--- src/rtl/ircg_pkg.sv ---
package ircg_pkg;
   typedef enum logic {
      MODE_LEVEL   = 1'b0,
      MODE_CARRIER = 1'b1
   } ircg_mode_e;

   // Largest ratio reachable with an exponent field of the given width.
   function automatic int ratio_max(input int nsel_w);
      return 3 << ((1 << nsel_w) - 1);
   endfunction
endpackage

--- src/rtl/ircg_prescaler.sv ---
module ircg_prescaler #(
   parameter int DIV = 4
) (
   input  logic clk,
   input  logic rst_n,
   input  logic run,
   output logic tick
);
   generate
      if (DIV == 1) begin : g_pass
         assign tick = run;
      end else begin : g_count
         localparam int CW = $clog2(DIV);
         localparam logic [CW-1:0] LAST = CW'(DIV - 1);
         logic [CW-1:0] cnt_q;

         always_ff @(posedge clk or negedge rst_n) begin
            if (!rst_n)            cnt_q <= '0;
            else if (!run)         cnt_q <= '0;
            else if (cnt_q == LAST) cnt_q <= '0;
            else                   cnt_q <= cnt_q + 1'b1;
         end

         assign tick = run && (cnt_q == LAST);
      end
   endgenerate
endmodule

--- src/rtl/ircg_ratio_decode.sv ---
module ircg_ratio_decode #(
   parameter int NSEL_W = 2,
   parameter int RW     = 5
) (
   input  logic              m_three,
   input  logic [NSEL_W-1:0] n_exp,
   input  logic              third_duty,
   output logic [RW-1:0]     ratio,
   output logic [RW-1:0]     high_len
);
   logic [RW-1:0] base;
   logic          use_third;

   always_comb begin
      base      = m_three ? RW'(3) : RW'(2);
      ratio     = base << n_exp;
      // Ratio 3 cannot be halved evenly, so it always runs at one third.
      use_third = m_three && ((n_exp == '0) || third_duty);
      // For a base-3 ratio, a third of the period is simply 1 << n.
      high_len  = use_third ? (RW'(1) << n_exp) : (ratio >> 1);
   end
endmodule

--- src/rtl/ircg_phase_counter.sv ---
module ircg_phase_counter #(
   parameter int RW = 5
) (
   input  logic          clk,
   input  logic          rst_n,
   input  logic          run,
   input  logic          tick,
   input  logic [RW-1:0] ratio,
   input  logic [RW-1:0] high_len,
   output logic          high
);
   logic [RW-1:0] phase_q;
   logic          wrap;

   assign wrap = (phase_q == ratio - 1'b1);

   always_ff @(posedge clk or negedge rst_n) begin
      if (!rst_n)     phase_q <= '0;
      else if (!run)  phase_q <= '0;
      else if (tick)  phase_q <= wrap ? '0 : phase_q + 1'b1;
   end

   assign high = (phase_q < high_len);
endmodule

--- src/rtl/ircg_carrier.sv ---
module ircg_carrier #(
   parameter int PRESCALE = 4,
   parameter int NSEL_W   = 2
) (
   input  logic              clk,
   input  logic              rst_n,
   input  logic              pc0_latch,
   input  logic              cfg_carrier_mode,
   input  logic              cfg_m_three,
   input  logic [NSEL_W-1:0] cfg_n_exp,
   input  logic              cfg_third_duty,
   output logic              carrier_pin
);
   import ircg_pkg::*;

   localparam int RATIO_MAX = ratio_max(NSEL_W);
   localparam int RW        = $clog2(RATIO_MAX + 1);

   generate
      if (PRESCALE < 1) begin : g_bad_prescale
         $error("ircg_carrier: PRESCALE must be at least 1");
      end
      if (NSEL_W < 1 || NSEL_W > 3) begin : g_bad_nsel
         $error("ircg_carrier: NSEL_W must be 1 to 3");
      end
   endgenerate

   ircg_mode_e    mode;
   logic          run;
   logic          tick;
   logic          high;
   logic [RW-1:0] ratio;
   logic [RW-1:0] high_len;

   assign mode = ircg_mode_e'(cfg_carrier_mode);
   assign run  = (mode == MODE_CARRIER) && !pc0_latch;

   ircg_prescaler #(.DIV(PRESCALE)) u_presc (
      .clk   (clk),
      .rst_n (rst_n),
      .run   (run),
      .tick  (tick)
   );

   ircg_ratio_decode #(.NSEL_W(NSEL_W), .RW(RW)) u_dec (
      .m_three    (cfg_m_three),
      .n_exp      (cfg_n_exp),
      .third_duty (cfg_third_duty),
      .ratio      (ratio),
      .high_len   (high_len)
   );

   ircg_phase_counter #(.RW(RW)) u_phase (
      .clk      (clk),
      .rst_n    (rst_n),
      .run      (run),
      .tick     (tick),
      .ratio    (ratio),
      .high_len (high_len),
      .high     (high)
   );

   always_comb begin
      if (mode == MODE_CARRIER) carrier_pin = run && high;
      else                      carrier_pin = pc0_latch;
   end
endmodule

--- config.mk ---
export PLATFORM = sky130hd
export DESIGN_NAME = ircg_carrier
export DESIGN_NICKNAME = d
export VERILOG_FILES = /design/src/rtl/ircg_pkg.sv /design/src/rtl/ircg_prescaler.sv /design/src/rtl/ircg_ratio_decode.sv /design/src/rtl/ircg_phase_counter.sv /design/src/rtl/ircg_carrier.sv
export SDC_FILE = /design/constraint.sdc
export NUM_CORES = 1
export LEC_CHECK = 0
export CAP_MARGIN = 5
export CORE_AREA = 4 4 41 43
export DETAILED_ROUTE_END_ITERATION = 10
export DIE_AREA = 0 0 45 47
export DONT_BUFFER_PORTS = 1
export PLACE_DENSITY = 0.68
export SYNTH_ARGS = -nofsm -noshare
export SYNTH_HDL_FRONTEND = slang
export SYNTH_HIERARCHICAL = 1
export SYNTH_SLANG_ARGS = --single-unit
--- constraint.sdc ---
create_clock -name clk -period 2.8 [get_ports clk]
set_input_delay 0.56 -clock clk [delete_from_list [all_inputs] [get_ports clk]]
set_output_delay 0.56 -clock clk [all_outputs]
set_load 0.005 [all_outputs]
# Word-level counts from Yosys, hierarchy flattened
# Cells that the tools add are included.
totals:
  reg_bits: 7
  input_bits: 8
  out_inout_bits: 1
  elab_cells: 26
op_classes:
  n_addsub: 3
  magnitude_cmp: 1
  eq_ne: 3
  n_shift: 2
  mux: 8
  reduce_logical: 7
ops:
  columns: ["cell", "n"]
  rows:
  - ["$mux W5", 4]
  - ["$add A5 B1 Y5 const B", 1]
  - ["$eq A5 B5 Y1", 1]
  - ["$lt A5 B5 Y1", 1]
  - ["$shl A1 B2 Y5 const A", 1]
  - ["$shl A5 B2 Y5", 1]
  - ["$sub A5 B1 Y5 const B", 1]
  - ["$logic_and A1 B1 Y1", 4]
  - ["$mux W2", 2]
  - ["$add A2 B1 Y2 const B", 1]
  - ["$eq A2 B2 Y1 const B", 1]
  - ["$logic_not A2 Y1", 1]
  - ["$mux W1", 2]
  - ["$ne A2 B1 Y1 const B", 1]
  - ["$logic_not A1 Y1", 1]
  - ["$logic_or A1 B1 Y1", 1]

# Logic depth before layout (Yosys ltp)
logic_depth:
  depth_word: 7
  ltp_mapped: 9
  ltp_nobuf: 9

# Hierarchy
# The synthesis kept the hierarchy.
modules_own_cells:
  columns: ["mod", "instances", "cells_each", "area_per_inst_um2", "seq_area_each_um2"]
  rows:
  - ["ircg_phase_counter", 1, 57, 503.0, 125.1]
  - ["ircg_prescaler", 1, 6, 88.8, 50.0]
  - ["ircg_ratio_decode", 1, 15, 87.6, 0.0]
  - ["ircg_carrier", 1, 3, 27.5, 0.0]

# Least setup slack after synthesis
# Ideal clock, no wire load.
synth_path:
  path_type: "input-to-output"
  from: "input cfg_third_duty"
  to: "output carrier_pin"
  arrival_ps: 1874
  required_ps: 2240
  slack_ps: 366
  stages: 9
  n_path_buf: 0
  path_cell_list: "nand2b_1 -> o21ai_1 -> inv_1 -> ha_1 -> a21o_1 -> a21o_1 -> a21o_1 -> a21oi_1 -> a21o_1"
synth_between:
  elab_chain_cells: 6
synth_lines:
  columns: ["element", "line", "source"]
  rows:
  - ["start: declaration", "ircg_carrier.sv:11", "input logic cfg_third_duty,"]
  - ["$logic_or A1 B1 Y1", "ircg_ratio_decode.sv:18", "use_third = m_three && ((n_exp == '0) || third_duty);"]
  - ["$logic_and A1 B1 Y1", "ircg_ratio_decode.sv:18", null]
  - ["$mux W5", "ircg_ratio_decode.sv:20", "high_len = use_third ? (RW'(1) << n_exp) : (ratio >> 1);"]
  - ["named net high_len[1]", "ircg_carrier.sv:33", "logic [RW-1:0] high_len;"]
  - ["$lt A5 B5 Y1", "ircg_phase_counter.sv:23", "assign high = (phase_q < high_len);"]
  - ["named net high", "ircg_carrier.sv:31", "logic high;"]
  - ["$logic_and A1 B1 Y1", "ircg_carrier.sv:64", "if (mode == MODE_CARRIER) carrier_pin = run && high;"]
  - ["$mux W1", "ircg_carrier.sv:64", null]
  - ["end: declaration", "ircg_carrier.sv:12", "output logic carrier_pin"]
# The timed path passes the listed nets, and every way through them passes these cells.

# Worst setup path after layout
# Same ends and word-level chain as after synthesis.

==> results.ini <==
[place]
placed_area_um2 = 699.4
dp_hpwl_um = 884.1
place.gp.congestion = 0.7601
dp_cells = 93
port-buffer-count = 0

[setup_path]
endpoint_kind = primary output
critPathLaunchType = input pin
crit_type = input pin to primary output
crit_required_ns = 2.24
critical_path_arrival_ns = 1.93
rr_worst_depth = 5
crit-reg2reg-launch = u_phase/phase_q[2]
worstReg2RegEnd = u_phase/phase_q[2]
rrSetupSlack_ns = 1.26
worstPathMaxFanout = 3

[logic_synthesis]
synthFlopType = dfrtp_1
synth_edf_count = 0
yosysTopAreaCell = dfrtp_1
ys_types = 28
netlist_area_um2 = 706.9
async_reset_ff_share_pct = 100.0
ys_seq_elements = 7
yosysMostFrequentCell = inv_1
yosysTopAreaCellShare_pct = 24.78
syn_inst = 81
synth_area_leaders = dfrtp_1 (25%), ha_1 (12%), xor2_1 (5.0%), and2_1 (4.4%), nand2b_1 (4.4%)
yosysSeqAreaShare_pct = 24.78
synth.net_count = 96
yosys_warnings = 6
synth_area_per_cell_um2 = 8.728
synth.top_cells.by_count = inv_1 (8), dfrtp_1 (7), ha_1 (7)

[routing]
drtPass1Iterations = 4
wl_mm = 1.079
drc = 0
via_per_inst = 5.465
drt_iter0_markers = 4
antenna_violating_nets_post_route = 0
num_vias = 541
detail_route.wl_per_cell_um = 10.90

[sta]
hold_viol = 0
grt_setup_unrepaired = false
period_minus_slack_ns = 2.491
setup_violations = 0
fmax_mhz = 401.4
final.setup.tns_ns = 0
final.period_utilization_pct = 88.98
hold_ws_ns = 0.4711
slew_violations = 0
finalClockSkew_ns = 0.002359

[die]
core_area_mm2 = 0.001301
boundaryPins = 9
die_area_mm2 = 0.002115
start_util_pct = 54.33
rows = 13
die_x_um = 45
fp.dieH_um = 47

[pwr]
design_power_total_uw = 238.0
power_density_mw_per_mm2 = 319.1
ir_drop_v = 0.0002203
leakage_uw = 0.0003588

[hold_path]
hold_class = register to register
hold_end = u_presc/g_count.cnt_q[0]
hp-start = u_presc/g_count.cnt_q[0]
hold_path_depth = 1

[clock_tree]
path_clk_slew_ns = 0.05
clk_latency_ns = 0.24
htree_levels = 1
ctsRootBufferMaster = clkbuf_4
cts_tree = built
post_cts_buffers = 0
cts_resized = 0
cts_sinks = 7
clk_path_buf_depth = 2
numCtsBuffers = 3

[final_layout]
drive_above_1_share_pct = 8.333
final_cells = 99
finalInstanceArea_um2 = 745.7
area_growth_syn_to_layout_pct = 5.487
layout.nets = 100
fill_cells = 122
diodes = 0

[global_routing]
grt_max_degree = 9
grt-ovfl-total = 0
track_usage_pct = 11.95
grt_pass1_vias = 503
grt_pass1_wl_mm = 1.904
antenna_found_initial = 0

[outcome]
outcome = completed

[run]
drv_cap = 0

==> kinds of logic after synthesis <==
| kind of cell | count (synthesis) | synth area share [%] |
|---|---|---|
| flops | 7 | 24.78 |
| fa+ha+maj | 7 | 12.39 |
| xor+xnor | 7 | 8.673 |
| mux | 1 | 1.416 |
| other cells | 1 | 0.5305 |
| buf+inv | 11 | 7.964 |
| compound gates | 19 | 19.82 |
| simple gates | 28 | 24.43 |
==> worst max-delay path: stages <==
cell and delay, ns:
nand2b_1 0.16, o21ai_1 0.14, inv_1 0.05, ha_1 0.28, a21o_1 0.15, a21o_1 0.16, a21o_1 0.16, a21oi_1 0.13
a21o_1 0.14
==> stage by stage <==
stage,util (%),setup WS (ns)
floorplan,-,0.3658
CTS,56.54,0.2909
global placement,53.75,0.2995
finish,57.31,0.3085
global route,57.31,0.2050
detailed placement,53.75,0.2940
==> layout by cell type, fill, tap and decap left out, drive strengths merged <==
master	netlist	final
clkbuf	0	4
nand3b	1	1
ha	7	7
nor2b	4	4
nand4bb	1	1
a32o	1	1
conb	1	1
a21oi	3	3
xnor2	3	3
a31oi	1	1
xor2	4	4
o21ai	4	4
a211oi	1	1
o211ai	1	1
a21boi	3	3
nand2b	5	5
and2	5	5
inv	8	8
nor3	2	2
nand3	3	3
mux2i	1	1
o311ai	1	1
nand2	5	5
a21o	4	4
dlygate4sd3	0	2
dfrtp	7	7
nor2	2	2
==> worst max-delay path by stage <==
| stage | from | to | slack, ns | cells after the start |
|---|---|---|---|---|
| 2_1_floorplan | cfg_third_duty | carrier_pin | 0.37 | 9 |
| 3_3_place_gp | cfg_third_duty | carrier_pin | 0.30 | 9 |
| 3_5_place_dp | cfg_third_duty | carrier_pin | 0.29 | 9 |
| 4_1_cts | cfg_third_duty | carrier_pin | 0.29 | 9 |
| 5_1_grt | cfg_third_duty | carrier_pin | 0.21 | 9 |
| 6_report | cfg_third_duty | carrier_pin | 0.31 | 9 |
==> registers in the layout, indices dropped and copies added (netlist names) <==
register / cells
u_phase/phase_q: 5
u_presc/g_count.cnt_q: 2
==> power by group <==
part           total (uW)  switching (uW)  leakage [uW]  internal, uW
clock network        89.5            35.2     0.0000150          54.2
registers             104            1.01     0.0000967           103
logic                44.9            22.1      0.000247          22.8
==> layout make-up <==
type	count	area, um2	area share [%]
repair buffers	2	20.02	2.685
well taps	15	18.77	2.517
multi-input cells	63	475.5	63.76
inverters	8	30.03	4.027
flip-flops and latches	7	175.2	23.49
clock buffers	4	26.28	3.523
==> layer usage <==
layer / part of all wire, % / up-vias / track usage [%]
li1: - / 281 / -
met1: 46 / 246 / 14.92
met2: 49 / 14 / 20.90
met3: 5.2 / 0 / 1.533
met4: 0 / 0 / 4.678
met5: 0 / - / 0
==> what timing repair did <==
item | in CTS | in global routing
hold endpoints to repair | 3 | 4
hold buffers | 1 | 1
endpoints found under the setup margin | 0 | 0
Power figures use the tool's default switching activity.
